[src/rtl/wdg_pkg.sv]
// Package: shared state encoding for the watchdog supervisor.
// Assumes: nothing beyond SystemVerilog-2017 enums.
package wdg_pkg;

    // Controller states: locked, power-up delay, running, warning low/high half
    typedef enum logic [2:0] {
        ST_LOCK = 3'd0,
        ST_POR  = 3'd1,
        ST_RUN  = 3'd2,
        ST_WLO  = 3'd3,
        ST_WHI  = 3'd4
    } wdg_state_e;

endpackage

[src/rtl/wdg_clr_sync.sv]
// Module: brings the asynchronous clear into the clock domain through a
// flop chain of SYNC_STAGES and emits a one-cycle pulse on its falling edge.
// Assumes: the input idles high; the chain resets to the idle level.
module wdg_clr_sync #(
    parameter int SYNC_STAGES = 2
) (
    input  logic clk,
    input  logic rst_n,
    input  logic clr_n_async,
    output logic fall_p
);
    logic [SYNC_STAGES-1:0] chain_q;
    logic                   prev_q;

    // Synchroniser chain, generated per stage
    for (genvar s = 0; s < SYNC_STAGES; s++) begin : g_stage
        if (s == 0) begin : g_first
            // First stage samples the raw input
            always_ff @(posedge clk) begin
                if (!rst_n) chain_q[0] <= 1'b1;
                else        chain_q[0] <= clr_n_async;
            end
        end else begin : g_next
            // Later stages follow the previous stage
            always_ff @(posedge clk) begin
                if (!rst_n) chain_q[s] <= 1'b1;
                else        chain_q[s] <= chain_q[s-1];
            end
        end
    end

    // Edge register holding the last synchronised level
    always_ff @(posedge clk) begin
        if (!rst_n) prev_q <= 1'b1;
        else        prev_q <= chain_q[SYNC_STAGES-1];
    end

    // Falling edge: high last cycle, low now
    assign fall_p = prev_q & ~chain_q[SYNC_STAGES-1];

    AST_FALL_ONE_CYCLE: assert property (@(posedge clk) disable iff (!rst_n)
        fall_p |=> !fall_p);

endmodule

[src/rtl/wdg_timer.sv]
// Module: timeout counter. Counts 0..TIMEOUT_CYC-1, flags the terminal
// value, wraps to zero on its own and restarts from zero on request.
// Assumes: TIMEOUT_CYC >= 2.
module wdg_timer #(
    parameter int TIMEOUT_CYC = 10000
) (
    input  logic clk,
    input  logic rst_n,
    input  logic restart,
    output logic tc
);
    localparam int CNT_W = $clog2(TIMEOUT_CYC);
    localparam logic [CNT_W-1:0] LAST = CNT_W'(TIMEOUT_CYC - 1);

    logic [CNT_W-1:0] cnt_q;

    assign tc = (cnt_q == LAST);

    // Count with restart priority, wrap at terminal value
    always_ff @(posedge clk) begin
        if (!rst_n)       cnt_q <= '0;
        else if (restart) cnt_q <= '0;
        else if (tc)      cnt_q <= '0;
        else              cnt_q <= cnt_q + CNT_W'(1);
    end

    AST_CNT_BOUND: assert property (@(posedge clk) disable iff (!rst_n)
        cnt_q <= LAST);
    AST_CNT_STEP: assert property (@(posedge clk) disable iff (!rst_n)
        (!restart && !tc) |=> cnt_q == $past(cnt_q) + CNT_W'(1));
    AST_CNT_WRAP: assert property (@(posedge clk) disable iff (!rst_n)
        (restart || tc) |=> cnt_q == '0);

endmodule

[src/rtl/wdg_ctrl.sv]
// Module: supervisor state machine. Sequences lockout, power-up delay,
// running, warning square wave and reset escalation; drives outputs.
// Assumes: supply flags are synchronous to clk; clr_fall is one cycle.
module wdg_ctrl
    import wdg_pkg::*;
(
    input  logic clk,
    input  logic rst_n,
    input  logic clr_fall,
    input  logic tc,
    input  logic sup_ok,
    input  logic sup_low,
    output logic restart,
    output logic warn_n,
    output logic sys_rst_n,
    output logic save_n
);
    wdg_state_e state_q, state_d;
    logic       arm_q, arm_d;   // supply seen below start level since lock
    logic       esc_q, esc_d;   // reset escalated
    logic       live;

    assign live = (state_q == ST_RUN) || (state_q == ST_WLO) || (state_q == ST_WHI);

    // Counter restarts while locked, on brown-out, and on accepted clears
    assign restart = sup_low || (state_q == ST_LOCK) || (live && clr_fall);

    // Next-state logic; brown-out first, then clear, then terminal count
    always_comb begin
        state_d = state_q;
        arm_d   = arm_q;
        esc_d   = esc_q;
        if (sup_low) begin
            state_d = ST_LOCK;
            arm_d   = 1'b0;
            esc_d   = 1'b0;
        end else begin
            unique case (state_q)
                ST_LOCK: begin
                    if (!sup_ok)    arm_d   = 1'b1;
                    else if (arm_q) state_d = ST_POR;
                end
                ST_POR: begin
                    if (tc) state_d = ST_RUN;
                end
                ST_RUN, ST_WLO, ST_WHI: begin
                    if (clr_fall) begin
                        state_d = ST_RUN;
                        esc_d   = 1'b0;
                    end else if (tc) begin
                        if (state_q == ST_RUN) begin
                            state_d = ST_WLO;
                        end else if (state_q == ST_WLO) begin
                            state_d = ST_WHI;
                            esc_d   = 1'b1;
                        end else begin
                            state_d = ST_WLO;
                        end
                    end
                end
                default: begin
                    state_d = ST_LOCK;
                    arm_d   = 1'b0;
                    esc_d   = 1'b0;
                end
            endcase
        end
    end

    // State registers
    always_ff @(posedge clk) begin
        if (!rst_n) begin
            state_q <= ST_LOCK;
            arm_q   <= 1'b0;
            esc_q   <= 1'b0;
        end else begin
            state_q <= state_d;
            arm_q   <= arm_d;
            esc_q   <= esc_d;
        end
    end

    // Output decode from registered state
    always_comb begin
        warn_n    = (state_q != ST_WLO);
        sys_rst_n = live && !esc_q;
        save_n    = (state_q != ST_LOCK);
    end

    AST_LOCK_ON_LOW: assert property (@(posedge clk) disable iff (!rst_n)
        sup_low |=> (!sys_rst_n && !save_n && warn_n));
    AST_CLEAR_WINS: assert property (@(posedge clk) disable iff (!rst_n)
        (live && clr_fall && !sup_low) |=> (state_q == ST_RUN && warn_n && sys_rst_n));
    AST_ESCALATE: assert property (@(posedge clk) disable iff (!rst_n)
        (state_q == ST_WLO && tc && !clr_fall && !sup_low) |=> !sys_rst_n);
    AST_POR_HOLD: assert property (@(posedge clk) disable iff (!rst_n)
        (state_q == ST_POR && !tc && !sup_low) |=> (state_q == ST_POR && !sys_rst_n));
    AST_LOCK_HOLD: assert property (@(posedge clk) disable iff (!rst_n)
        (state_q == ST_LOCK && !arm_q) |=> state_q == ST_LOCK);
    AST_SAVE_IMPLIES_RST: assert property (@(posedge clk) disable iff (!rst_n)
        !save_n |-> !sys_rst_n);

endmodule

[src/rtl/wdg_supervisor.sv]
// Module: top of the failsafe watchdog and reset supervisor. Wires the
// clear synchroniser, the timeout counter and the state machine.
// Assumes: TIMEOUT_CYC >= 2; supply flags already clean and synchronous.
module wdg_supervisor #(
    parameter int TIMEOUT_CYC = 10000,
    parameter int SYNC_STAGES = 2
) (
    input  logic clk,
    input  logic rst_n,
    input  logic clr_n_async,
    input  logic sup_ok,
    input  logic sup_low,
    output logic warn_n,
    output logic sys_rst_n,
    output logic save_n
);
    logic clr_fall;
    logic tc;
    logic restart;

    wdg_clr_sync #(.SYNC_STAGES(SYNC_STAGES)) u_sync (
        .clk         (clk),
        .rst_n       (rst_n),
        .clr_n_async (clr_n_async),
        .fall_p      (clr_fall)
    );

    wdg_timer #(.TIMEOUT_CYC(TIMEOUT_CYC)) u_timer (
        .clk     (clk),
        .rst_n   (rst_n),
        .restart (restart),
        .tc      (tc)
    );

    wdg_ctrl u_ctrl (
        .clk       (clk),
        .rst_n     (rst_n),
        .clr_fall  (clr_fall),
        .tc        (tc),
        .sup_ok    (sup_ok),
        .sup_low   (sup_low),
        .restart   (restart),
        .warn_n    (warn_n),
        .sys_rst_n (sys_rst_n),
        .save_n    (save_n)
    );

endmodule

[config.mk]
export PLATFORM = sky130hd
export DESIGN_NAME = wdg_supervisor
export DESIGN_NICKNAME = d
export VERILOG_FILES = /design/src/rtl/wdg_pkg.sv /design/src/rtl/wdg_clr_sync.sv /design/src/rtl/wdg_timer.sv /design/src/rtl/wdg_ctrl.sv /design/src/rtl/wdg_supervisor.sv
export SDC_FILE = /design/constraint.sdc
export NUM_CORES = 1
export LEC_CHECK = 0
export BUFFER_PORTS_ARGS = -buffer_cell sky130_fd_sc_hd__buf_4
export CAP_MARGIN = 25
export CORE_MARGIN = 5
export CORE_UTILIZATION = 40
export CTS_CLUSTER_SIZE = 16
export DETAILED_ROUTE_END_ITERATION = 6
export GPL_ROUTABILITY_DRIVEN = 0
export GPL_TIMING_DRIVEN = 0
export PLACE_DENSITY = 0.67
export SLEW_MARGIN = 20
export SYNTH_ARGS = -nofsm -noshare
export SYNTH_HDL_FRONTEND = slang
export SYNTH_HIERARCHICAL = 1
export SYNTH_SLANG_ARGS = --single-unit
[constraint.sdc]
create_clock -name clk -period 2.11 [get_ports clk]
set_clock_uncertainty 0.15 [all_clocks]
set_input_delay 0.1055 -clock clk [delete_from_list [all_inputs] [get_ports clk]]
set_output_delay 0.1055 -clock clk [all_outputs]
set_load 0.02 [all_outputs]
After elaboration in Yosys (flattened, before gate mapping):

Index checks and enable logic that the tools add are counted.

* word-level logic and storage cells: 58
* output and inout port bits: 3
* input bits: 5
* register bits: 22

* bitwise gates (word level): 5
* muxes and demuxes: 15
* eq/ne operators: 13
* add/sub/neg operators: 1
* reduce and logical (&&, ||, !) cells: 17

Operators by type and width (number)
* 2-to-1 mux 3 bit: 7
* adder 14 x 1 -> 14 bit (second input constant): 1
* == test 14 bit (second input constant): 1
* inequality test 3 x 2 -> 1 bit (second input constant): 3
* one-hot mux 3 bit (3 select lines): 1
* AND reduction 4 bit: 2
* == test 3 x 2 -> 1 bit (second input constant): 2
* inequality test 2 bit (second input constant): 3
* OR reduction 3 bit: 2
* 2-to-1 mux 1 bit: 5
* logical OR 1 bit: 4
* inverter 1 bit: 4
* one-hot mux 1 bit (2 select lines): 2
* OR reduction 2 bit: 2
* OR reduction 4 bit: 1
* == test 3 x 1 -> 1 bit (second input constant): 1
* == test 3 bit (second input constant): 1
* logical NOT 3 bit: 1
* inequality test 3 x 1 -> 1 bit (second input constant): 1
* nonzero test 3 bit: 1
* logical AND 1 bit: 2
* inequality test 2 x 1 -> 1 bit (second input constant): 1
* AND reduction 2 bit: 1
* bitwise AND 1 bit: 1
* logical NOT 1 bit: 1

Logic depth before layout (Yosys ltp):

* word-level depth: 6
* mapped depth: 7

Cells and area by module:

The synthesis kept the hierarchy.

Modules (own cells, without submodules)
* wdg_timer: area each 615.6 sq um, instances 1, cells an instance 68, sequential area each 280.3 sq um
* wdg_ctrl: area each 361.6 sq um, instances 1, cells an instance 45, sequential area each 100.1 sq um
* wdg_clr_sync: area each 85.1 sq um, instances 1, cells an instance 7, sequential area each 60.1 sq um

Worst setup path before layout:

No wires, ideal clock.

* path kind: register to register
* start: register u_timer.cnt_q[5]
* end: register u_ctrl.state_q[0]
* data required time: 1.831 ns
* arrival time: 1.842 ns
* period minus slack after synthesis: 2.121 ns
* slack: -0.011 ns
* path buffers: 0
* cell stages (with the launch flop): 7
* cells stage by stage: dfxtp_1 or4_1 nor4_2 a211oi_1 o21ai_0 o31ai_4 mux2i_1

* word-level cells in the longest chain between the ends: 3

RTL lines
* from (decl): RTL line wdg_timer.sv:15 `logic [CNT_W-1:0] cnt_q;`
* from (signal assigned): RTL line wdg_timer.sv:24 `else cnt_q <= cnt_q + CNT_W'(1);`
* == test 14 bit *: RTL line wdg_timer.sv:17 `assign tc = (cnt_q == LAST);`
* named net tc: RTL line wdg_supervisor.sv:18 `logic tc;`
* inequality test 3 x 2 -> 1 bit (no line) or inequality test 2 bit (tied branches)
* AND reduction 4 bit (no line) *
* to (signal assigned): RTL line wdg_ctrl.sv:77 `state_q <= state_d;`
* to (decl): RTL line wdg_ctrl.sv:18 `wdg_state_e state_q, state_d;`

Mark *: on every way through the listed nets, which the timed path passes. The rest lies on a longest branch.
A chain may end at the register's enable or synchronous reset.

Worst setup path after layout:

* start: register u_timer.cnt_q[5]
* end: register u_ctrl.esc_q

* word-level cells in the longest chain between the ends: 3

RTL lines
* == test 14 bit: RTL line wdg_timer.sv:17
* named net tc: RTL line wdg_supervisor.sv:18
* inequality test 3 x 2 -> 1 bit (no line)
* AND reduction 4 bit (no line)
* to (signal assigned): RTL line wdg_ctrl.sv:79 `esc_q <= esc_d;`
* to (decl): RTL line wdg_ctrl.sv:20 `logic esc_q, esc_d;`

The timed path passes the listed nets, and every way through them passes these cells.

==> metrics <==
status finished clean; combinational power share 5.6%; CTS tree yes; Clk pwr share 28.6%; Critical Path Fanout Max 5; GR Layer Usage met2 just under 20%; crit path launch type flip-flop; Sink Count 22; Worst-path clk slew 0.11 ns; # rows 18; Total Power about 640 uW; critical path endpoint category flip-flop; Yosys cell types 31; Mapped Cells 120; sw frac 20.9%; worst slew pin tran between 0.6 and 0.7 ns; clk root buf clkbuf_4; # DRC 0; critical path class reg2reg; met3 Usage GRT 2.94%; post-route clock period utilization about 97%; leakage power total 0.000448 uW; ANT cells 0; dominant synthesized flop cell dfxtp_1; synth top area cells dfxtp_1 41%, nor2_1 7.4%, xnor2_1 6.6%, buf_6 4.2%, nand2b_1 3.5%; Final Non-Filler Cells between 150 and 200; max-cap viol count 0; Routed WL between 1.5 and 2 mm; clk buf depth 2; layout cells sized above 1 between 20% and 30%; die height roughly 62 um; Core ar. around 2500 um^2; Net count, final roughly 150; net count after synthesis 126; H-tree Lvls 1; register area share after synthesis 41.5%; I/O Buffers 7; area share of the largest cell type after synthesis about two fifths; Chip Width roughly 62 um; I/O Pins 8; Max Clk Rate roughly 490 MHz; final hold vios 0; GR Util All Layers about an eighth; PwrDens roughly 500 nW/um^2; number of synthesized flops with an enable pin 0; Num CTS Buffers 3; min Tclk post-route between 2 and 2.5 ns; Syn. warnings 6; remaining global-route overflow 0; hold_ws about 0.28 ns; initial core utilization a little over two fifths; top post-synthesis cells by count 22 x dfxtp_1, 21 x nor2_1, 9 x nand2_1, 8 x xnor2_1, 6 x nand2b_1; vias 883; worst skew pair latency ~0.3 ns; Max-slew headroom between 50% and 60%; pin count of the biggest net entering global routing 12; most common cell in the netlist dfxtp_1; Final Max Slew Viols 0; area of placed instances ~1200 um^2; synthesis-to-finish area growth 20.1%; endpoints failing setup 0; ys async rst share 0%; area of the mapped netlist approximately 1100 um^2; Worst Path Required 2.15 ns; post-detail-place hpwl roughly 1.4 mm; switching power between 100 and 150 uW; vias in the first global route 853; DP Cell Count approximately 160; syn avg cell area roughly 8.9 um^2; Yosys top cell by area dfxtp_1; die area about 3800 um^2; Seq cells post-synth 22; GR peak layer met2; via/cell ratio about 5.3; 1st-pass router iterations 4; Wirelength per Cell about 12 um; Antenna Nets Post-Route 0; first-pass GRT wire length 3.44 mm; sequential share of power 65.8%; initial antenna violation count 0; post-route cell area ~1300 um^2; Detailed Route Iter0 Violations 13; peak supply drop between 0.3 and 0.4 mV; Hold WC Path Type reg2reg; Int Power a little over 500 uW; met1 Track Usage GR roughly 15%; Arr. time, crit path approximately 2.1 ns; fin util 51.1%
==> layer usage <==
metal | vias up | routed length [um]
met4 | 0 | 43
met1 | 404 | 873
met3 | 6 | 92
li1 | 446 | -
met5 | - | 0
met2 | 27 | 934
==> worst paths after layout <==
kind,slack (ns),startpoint,cells after the start,endpoint
min reg2reg,0.28,u_sync/chain_q[0]$_SDFF_PN1_,1,u_sync/chain_q[1]$_SDFF_PN1_
max reg2reg,0.06,u_timer/cnt_q[5]$_SDFF_PP0_,7,u_ctrl/esc_q$_SDFFE_PP0P_
max,0.06,u_timer/cnt_q[5]$_SDFF_PP0_,7,u_ctrl/esc_q$_SDFFE_PP0P_
min,0.28,u_sync/chain_q[0]$_SDFF_PN1_,1,u_sync/chain_q[1]$_SDFF_PN1_
==> logic make-up (layout without fill, tap and decap cells) <==
kind of cell               Yosys count  in the layout  share of synthesized area [%]
xor gates and xnor gates            12             12                           9.89
adders and majority gates            2              2                           2.12
DFF                                 22             22                           41.5
and+or+nand+nor                     61             61                           29.7
buffers and inverters                8             26                           5.65
muxes                                3              3                           2.83
AOI/OAI and AO/OA                   12             12                           8.36
==> flip-flops by register name, summed over array words and instances (netlist names) <==
register / cells
u_ctrl/arm_q: 1
u_ctrl/esc_q: 1
u_ctrl/state_q: 3
u_sync/chain_q: 2
u_sync/prev_q: 1
u_timer/cnt_q: 14
==> final cells by class <==
cell class / count / area [um^2]
fill: 250 / 1220
multi-input combinational: 90 / 588
sequential: 22 / 445
timing repair buffer: 16 / 133
buffer: 4 / 38.8
tap: 30 / 37.5
clock buffer: 3 / 22.5
inverter: 3 / 11.3
==> placed cells by master, fill, tap and decap left out, types with 4 or more instances in the layout <==
cell,instances
xnor2_1,8
nor2_1,21
xor2_1,4
dlygate4sd3_1,5
a21oi_1,4
nand2_1,9
nand2b_1,6
dfxtp_1,20
buf_4,11
nor3_1,4
nand4_1,4
==> timing repair <==
action / in CTS / in global routing
endpoints found under the hold margin: 8 / 0
setup endpoints to repair: 14 / 14
resized for setup: 1 / 8
setup buffers: 2 / 2
hold buffers: 5 / 0
pin swaps: 1 / 3
==> metrics by stage <==
step | TNS [ns] | setup WS, ns
after floorplan | 0 | 0.0521
after global placement | -0.352 | -0.0925
after detailed placement | -0.475 | -0.123
after CTS | 0 | 0.000505
after global routing | -0.0850 | -0.0166
final | 0 | 0.0626
==> critical path, cell delays in order, from the launching register on <==
cell and delay, ns:
dfxtp_4 0.37, or4_4 0.52, nor4_4 0.37, buf_4 0.18, nor2_1 0.04, nor2_1 0.11
o22a_1 0.13, o22ai_1 0.07
==> power by group through the flow <==
stage	clock network [uW]	registers, uW	logic [uW]
6_report	182	419	35.9
3_3_place_gp	0	430	27.1
4_1_cts	195	421	35.1
5_1_grt	216	420	38.9
2_1_floorplan	0	430	16.7
3_5_place_dp	0	430	27.7
Power figures use the tool's default switching activity.
